$ cat src/rtl/rob_pkg.sv
package rob_pkg;
  parameter int unsigned ROB_DEPTH  = 16;
  parameter int unsigned ROB_ARCH_W = 5;
  parameter int unsigned ROB_DATA_W = 32;
endpackage

$ cat src/rtl/rob_ptrs.sv
module rob_ptrs #(
  parameter int unsigned DEPTH = rob_pkg::ROB_DEPTH,
  localparam int unsigned IDX_W = $clog2(DEPTH),
  localparam int unsigned PTR_W = IDX_W + 1
) (
  input  logic             clk_i,
  input  logic             rst_ni,
  input  logic             alloc_fire_i,
  input  logic             commit_fire_i,
  input  logic             flush_i,
  input  logic [IDX_W-1:0] flush_tag_i,
  output logic [IDX_W-1:0] head_idx_o,
  output logic [IDX_W-1:0] tail_idx_o,
  output logic [IDX_W-1:0] keep_dist_o,
  output logic [PTR_W-1:0] count_o,
  output logic             full_o,
  output logic             empty_o
);
  logic [PTR_W-1:0] head_q, tail_q;

  // distance of the flush tag from the oldest slot; it and older survive
  assign keep_dist_o = flush_tag_i - head_q[IDX_W-1:0];

  always_ff @(posedge clk_i or negedge rst_ni) begin
    if (!rst_ni) begin
      head_q <= '0;
      tail_q <= '0;
    end else begin
      if (commit_fire_i) head_q <= head_q + 1'b1;
      if (flush_i)           tail_q <= head_q + PTR_W'(keep_dist_o) + 1'b1;
      else if (alloc_fire_i) tail_q <= tail_q + 1'b1;
    end
  end

  assign head_idx_o = head_q[IDX_W-1:0];
  assign tail_idx_o = tail_q[IDX_W-1:0];
  assign count_o    = tail_q - head_q;
  assign full_o     = (count_o == PTR_W'(DEPTH));
  assign empty_o    = (count_o == '0);

  p_no_overflow_r3: assert property (@(posedge clk_i) disable iff (!rst_ni)
    count_o <= PTR_W'(DEPTH));
  p_full_no_alloc_r3: assert property (@(posedge clk_i) disable iff (!rst_ni)
    full_o |-> !alloc_fire_i);
  p_flush_tail_r7: assert property (@(posedge clk_i) disable iff (!rst_ni)
    flush_i |=> tail_idx_o == IDX_W'($past(flush_tag_i) + 1'b1));
  p_pair_count_r9: assert property (@(posedge clk_i) disable iff (!rst_ni)
    (alloc_fire_i && commit_fire_i && !flush_i) |=> $stable(count_o));
endmodule

$ cat src/rtl/rob_entries.sv
module rob_entries #(
  parameter int unsigned DEPTH  = rob_pkg::ROB_DEPTH,
  parameter int unsigned ARCH_W = rob_pkg::ROB_ARCH_W,
  parameter int unsigned DATA_W = rob_pkg::ROB_DATA_W,
  localparam int unsigned IDX_W = $clog2(DEPTH)
) (
  input  logic              clk_i,
  input  logic              rst_ni,
  input  logic              alloc_fire_i,
  input  logic [IDX_W-1:0]  alloc_idx_i,
  input  logic [ARCH_W-1:0] alloc_dest_i,
  input  logic              cmpl_valid_i,
  input  logic [IDX_W-1:0]  cmpl_tag_i,
  input  logic [DATA_W-1:0] cmpl_data_i,
  input  logic              commit_fire_i,
  input  logic [IDX_W-1:0]  head_idx_i,
  input  logic              flush_i,
  input  logic [IDX_W-1:0]  keep_dist_i,
  output logic              head_ready_o,
  output logic [ARCH_W-1:0] head_dest_o,
  output logic [DATA_W-1:0] head_data_o
);
  logic [DEPTH-1:0]  valid_q, done_q, kill;
  logic [ARCH_W-1:0] dest_q [DEPTH];
  logic [DATA_W-1:0] data_q [DEPTH];
  logic              cmpl_hit;

  // slots whose age exceeds the kept distance are speculative and die
  for (genvar g = 0; g < DEPTH; g++) begin : g_kill
    logic [IDX_W-1:0] age;
    assign age     = IDX_W'(g) - head_idx_i;
    assign kill[g] = flush_i && (age > keep_dist_i);
  end

  assign cmpl_hit = cmpl_valid_i && valid_q[cmpl_tag_i] && !kill[cmpl_tag_i];

  always_ff @(posedge clk_i or negedge rst_ni) begin
    if (!rst_ni) begin
      valid_q <= '0;
      done_q  <= '0;
    end else begin
      for (int i = 0; i < DEPTH; i++) begin
        if (kill[i]) begin
          valid_q[i] <= 1'b0;
          done_q[i]  <= 1'b0;
        end else if (alloc_fire_i && alloc_idx_i == IDX_W'(i)) begin
          valid_q[i] <= 1'b1;
          done_q[i]  <= 1'b0;
        end else if (commit_fire_i && head_idx_i == IDX_W'(i)) begin
          valid_q[i] <= 1'b0;
          done_q[i]  <= 1'b0;
        end else if (cmpl_hit && cmpl_tag_i == IDX_W'(i)) begin
          done_q[i]  <= 1'b1;
        end
      end
    end
  end

  always_ff @(posedge clk_i) begin
    if (alloc_fire_i) dest_q[alloc_idx_i] <= alloc_dest_i;
    if (cmpl_hit)     data_q[cmpl_tag_i]  <= cmpl_data_i;
  end

  assign head_ready_o = valid_q[head_idx_i] && done_q[head_idx_i];
  assign head_dest_o  = dest_q[head_idx_i];
  assign head_data_o  = data_q[head_idx_i];

  p_retire_oldest_done_r4: assert property (@(posedge clk_i) disable iff (!rst_ni)
    commit_fire_i |-> (valid_q[head_idx_i] && done_q[head_idx_i]));
  p_stale_cmpl_r8: assert property (@(posedge clk_i) disable iff (!rst_ni)
    (cmpl_valid_i && !valid_q[cmpl_tag_i]) |=> !done_q[$past(cmpl_tag_i)]);
  p_done_needs_valid_r6: assert property (@(posedge clk_i) disable iff (!rst_ni)
    (done_q & ~valid_q) == '0);
endmodule

$ cat src/rtl/rob_top.sv
module rob_top #(
  parameter int unsigned DEPTH  = rob_pkg::ROB_DEPTH,
  parameter int unsigned ARCH_W = rob_pkg::ROB_ARCH_W,
  parameter int unsigned DATA_W = rob_pkg::ROB_DATA_W,
  localparam int unsigned IDX_W = $clog2(DEPTH),
  localparam int unsigned CNT_W = IDX_W + 1
) (
  input  logic              clk_i,
  input  logic              rst_ni,
  input  logic              alloc_valid_i,
  input  logic [ARCH_W-1:0] alloc_dest_i,
  output logic              alloc_ready_o,
  output logic [IDX_W-1:0]  alloc_tag_o,
  input  logic              cmpl_valid_i,
  input  logic [IDX_W-1:0]  cmpl_tag_i,
  input  logic [DATA_W-1:0] cmpl_data_i,
  input  logic              flush_valid_i,
  input  logic [IDX_W-1:0]  flush_tag_i,
  output logic              commit_valid_o,
  output logic [IDX_W-1:0]  commit_tag_o,
  output logic [ARCH_W-1:0] commit_dest_o,
  output logic [DATA_W-1:0] commit_data_o,
  output logic              full_o,
  output logic              empty_o,
  output logic [CNT_W-1:0]  count_o
);
  logic             alloc_fire, head_ready;
  logic [IDX_W-1:0] head_idx, tail_idx, keep_dist;

  assign alloc_ready_o  = !full_o && !flush_valid_i;
  assign alloc_fire     = alloc_valid_i && alloc_ready_o;
  assign alloc_tag_o    = tail_idx;
  assign commit_valid_o = head_ready;
  assign commit_tag_o   = head_idx;

  rob_ptrs #(.DEPTH(DEPTH)) u_ptrs (
    .clk_i(clk_i), .rst_ni(rst_ni),
    .alloc_fire_i(alloc_fire), .commit_fire_i(head_ready),
    .flush_i(flush_valid_i), .flush_tag_i(flush_tag_i),
    .head_idx_o(head_idx), .tail_idx_o(tail_idx), .keep_dist_o(keep_dist),
    .count_o(count_o), .full_o(full_o), .empty_o(empty_o)
  );

  rob_entries #(.DEPTH(DEPTH), .ARCH_W(ARCH_W), .DATA_W(DATA_W)) u_entries (
    .clk_i(clk_i), .rst_ni(rst_ni),
    .alloc_fire_i(alloc_fire), .alloc_idx_i(tail_idx), .alloc_dest_i(alloc_dest_i),
    .cmpl_valid_i(cmpl_valid_i), .cmpl_tag_i(cmpl_tag_i), .cmpl_data_i(cmpl_data_i),
    .commit_fire_i(head_ready), .head_idx_i(head_idx),
    .flush_i(flush_valid_i), .keep_dist_i(keep_dist),
    .head_ready_o(head_ready), .head_dest_o(commit_dest_o), .head_data_o(commit_data_o)
  );

  p_empty_idle_r10: assert property (@(posedge clk_i) disable iff (!rst_ni)
    empty_o |-> !commit_valid_o);
  p_flush_blocks_alloc_r11: assert property (@(posedge clk_i) disable iff (!rst_ni)
    flush_valid_i |-> !alloc_ready_o);
endmodule

$ cat config.mk
export PLATFORM = sky130hd
export DESIGN_NAME = rob_top
export DESIGN_NICKNAME = d
export VERILOG_FILES = /design/src/rtl/rob_pkg.sv /design/src/rtl/rob_ptrs.sv /design/src/rtl/rob_entries.sv /design/src/rtl/rob_top.sv
export SDC_FILE = /design/constraint.sdc
export NUM_CORES = 1
export LEC_CHECK = 0
export ABC_AREA = 1
export BUFFER_PORTS_ARGS = -buffer_cell sky130_fd_sc_hd__buf_2
export CORE_MARGIN = 2
export CORE_UTILIZATION = 35
export DETAILED_ROUTE_END_ITERATION = 8
export SETUP_SLACK_MARGIN = 0.2
export SYNTH_ARGS = -nofsm -noshare
export SYNTH_HDL_FRONTEND = slang
export SYNTH_SLANG_ARGS = --single-unit
$ cat constraint.sdc
create_clock -name clk_i -period 10.1 [get_ports clk_i]
set_clock_uncertainty 0.05 [all_clocks]
set_input_delay 1.01 -clock clk_i [delete_from_list [all_inputs] [get_ports clk_i]]
set_output_delay 1.01 -clock clk_i [all_outputs]
set_load 0.01 [all_outputs]
==> summary.md <==
| Metric | Value |
|---|---|
| CP endpoint kind | `flip-flop` |
| PD cells | `~300 mW/mm²` |
| MaxCap Viol Count | `0` |
| Worst-Margin Slew | `between 1 and 1.5 ns` |
| Post-DP HPWL | `40.4 mm` |
| R2R setup slack | `around 4.6 ns` |
| Die H | `roughly 280 µm` |
| Hold_buf cts | `0` |
| Ys flop type | `edfxtp_1` |
| Worst skew pair latency | `0.62 ns` |
| Post-cts resize count | `0` |
| First-pass GRT wire length | `around 110 mm` |
| Worst Setup Start Kind | `flip-flop` |
| 1st-iter DRT viols | `about 1600` |
| Routed via count | `between 15000 and 20000` |
| Area delta synth->final | `12.6%` |
| CP arrival | `~5.7 ns` |
| Leakage | `~11 nW` |
| Async SR Flop Fraction | `approximately 6.6%` |
| Crit-path max FO | `56` |
| RSZ-0062 raised after global routing | `false` |
| EDFF count, synth | `just under 600` |
| Count of cell types in the netlist | `42` |
| # IOs | `104` |
| Seq/Total Area, Yosys | `69.1%` |
| Largest net degree at the start of global routing | `260` |
| Setup violators final | `0` |
| Max clock buf depth | `3` |
| Crit path kind | `flip-flop to flip-flop` |
| DRC | `0` |
| H-tree level count | `3` |
| CP required | `between 10 and 15 ns` |
| Buffers on Ports | `103` |
| Fmax | `between 0.15 and 0.2 GHz` |
| Mean routed wirelength per cell | `approximately 21 µm` |
| Post-CTS setup buffers | `0` |
| Filler instances | `around 7400` |
| Worst-path clk slew | `around 0.07 ns` |
| Num CTS Buffers | `just under 70` |
| Post-Syn Nets | `between 2000 and 2500` |
| Gr ovfl total | `0` |
| Die area | `roughly 0.080 mm²` |
| Clock root buffer | `clkbuf_16` |
| Total global-route track usage | `between 10% and 20%` |
| Clock sinks | `roughly 630` |
| Area of the core | `0.0773 mm²` |
| Finished Cell Area | `about 0.03 mm²` |
| Initial Utilization | `a little over a third` |
| Layout cells sized above 1 | `between 10% and 20%` |
| TritonRoute pass-1 iters | `6` |
| Num rows | `102` |
| Register area | `between 0.015 and 0.02 mm²` |
| Final min period | `5.49 ns` |
| Antenna violations before repair | `6` |
| Vias/cell | `5.34` |
| Status | `complete, no violations` |
| Worst Hold Class | `flip-flop to flip-flop` |
| Vias in the first global route | `about 18000` |
| Post-Syn Area | `~0.027 mm²` |
| Post-DRT Antenna Nets | `0` |
| Gp weighted congestion | `0.926` |
| CTS tree | `built` |
| Final Hold Vio Count | `0` |
| Mapped Avg Cell Area | `12.0 µm²` |
| Synthesis-stage register bit count | `about 630` |
| Routed Wire Length | `72.3 mm` |
| Fin nets | `2412` |
| Peak supply drop | `~0.2 mV` |
| Slew HR | `around 25%` |
| Post-synthesis cell count | `about 2300` |
| TNS Setup | `0 ns` |
| Synth warnings | `0` |
| DIE WIDTH | `around 280 µm` |
| Dpl cell area | `roughly 0.029 mm²` |
| Multi-input gate area | `~0.0072 mm²` |
| Slew Viols, Final | `0` |
| Tcrit/Tclk final | `a little over half` |
## power breakdown
group          switching [mW]  total, mW  internal [mW]  leakage, nW
registers               0.130       3.09           2.96         5.88
clock network            1.04       2.42           1.38         1.05
logic                    2.41       3.44           1.03         3.77
total                    3.58       8.94           5.36         10.7
## cells in the mapped netlist (all sizes together), types with 3 or more instances
cell,instances,share of area (%)
nor2,351,4.9
a21oi,50,1.1
buf,31,0.79
nand3,102,1.9
nand4,24,0.78
inv,143,2.0
nand2,232,3.3
xor2,6,0.19
clkbuf,115,1.6
ha,40,1.8
o221ai,117,3.8
o21ai,345,6.4
edfxtp,592,65
o21bai,3,0.083
xnor2,4,0.13
o22ai,33,0.76
dfrtp,42,3.9
o211ai,34,0.94
nand3b,3,0.083
fa,4,0.29
## critical path: stages, from the launching register on
cell	delay (ns)
dfrtp_4	0.79
inv_2	0.16
buf_4	0.71
ha_1	0.36
nor2_1	0.07
o21ai_0	0.28
inv_1	0.10
ha_1	0.29
a21oi_1	0.14
o21ai_0	0.13
nand4_1	0.12
nand2_1	0.08
nand2_1	0.06
nand2_1	0.05
inv_1	0.06
nand3_2	0.10
nor2_4	0.45
nand4_1	0.24
inv_2	0.80
## area by class of cell
| class | instances | area share [%] |
|---|---|---|
| well taps | 1040 | 4.24 |
| clock inverters | 33 | 1.05 |
| diodes | 1 | 0.00815 |
| repair buffers | 113 | 1.96 |
| multi-input cells | 1356 | 23.6 |
| clock buffers | 90 | 5.98 |
| inverters | 144 | 1.79 |
| flip-flops and latches | 634 | 61.4 |
## layer usage
metal / vias up / track usage, % / wire (µm)
li1: 8384 / - / -
met1: 8986 / 23.6 / 31200
met2: 650 / 29.3 / 34500
met3: 178 / 3.12 / 4450
met4: 8 / 5.90 / 2210
met5: - / 0 / 57
## logic make-up (layout without fill, tap and decap cells)
family,after synthesis,count (layout),synth area share [%]
simple gates,716,716,11.0
flops,634,634,69.1
compound gates,585,585,13.1
buf+inv,290,380,4.37
fa+ha+maj,44,44,2.13
xor+xnor,10,10,0.321
mux,1,1,0.0413
other cells,0,1,0
## per-stage QoR
step                hold slack [ns]  power [mW]  cells  setup slack [ns]  utilization (%)
floorplan                     0.438        5.40   2280              5.36                -
global placement              0.459        6.52   3287              4.72             36.9
detailed placement            0.460        6.56   3287              4.69             36.9
CTS                           0.468        8.97   3410              4.66             39.7
global route                  0.499        9.45   3411              4.34             39.7
finish                        0.470        8.94   3411              4.61             39.7
## sequential cells by signal, summed over array words and instances, names as in the netlist
signal             cells
u_entries.data_q     512
u_entries.dest_q      80
u_entries.done_q      16
u_entries.valid_q     16
u_ptrs.head_q          5
u_ptrs.tail_q          5
## path summary, 6_finish.rpt
check,start,to,cells past startpoint
max in group asynchronous,rst_ni,u_ptrs.head_q[0],1
max,u_ptrs.head_q[2],u_entries.data_q[4][26],18
min,u_entries.done_q[1],u_entries.done_q[1],2
max reg2reg,u_ptrs.head_q[2],u_entries.data_q[4][26],18
min in group asynchronous,rst_ni,u_ptrs.head_q[1],1
min reg2reg,u_entries.done_q[1],u_entries.done_q[1],2
## placed cells by master (no fill, tap or decap), types with 11 or more instances in the layout
cell	instances
edfxtp_1	592
nor2_1	349
o21ai_0	341
nand2_1	219
inv_1	122
o221ai_1	117
buf_2	103
nand3_1	101
clkbuf_16	69
ha_1	40
a21oi_1	39
dfrtp_1	38
o211ai_1	34
o22ai_1	33
inv_2	19
clkbuf_1	18
nand4_1	14
nand2_2	13
a21oi_2	11
No activity file was read; power rests on OpenSTA's default activity.
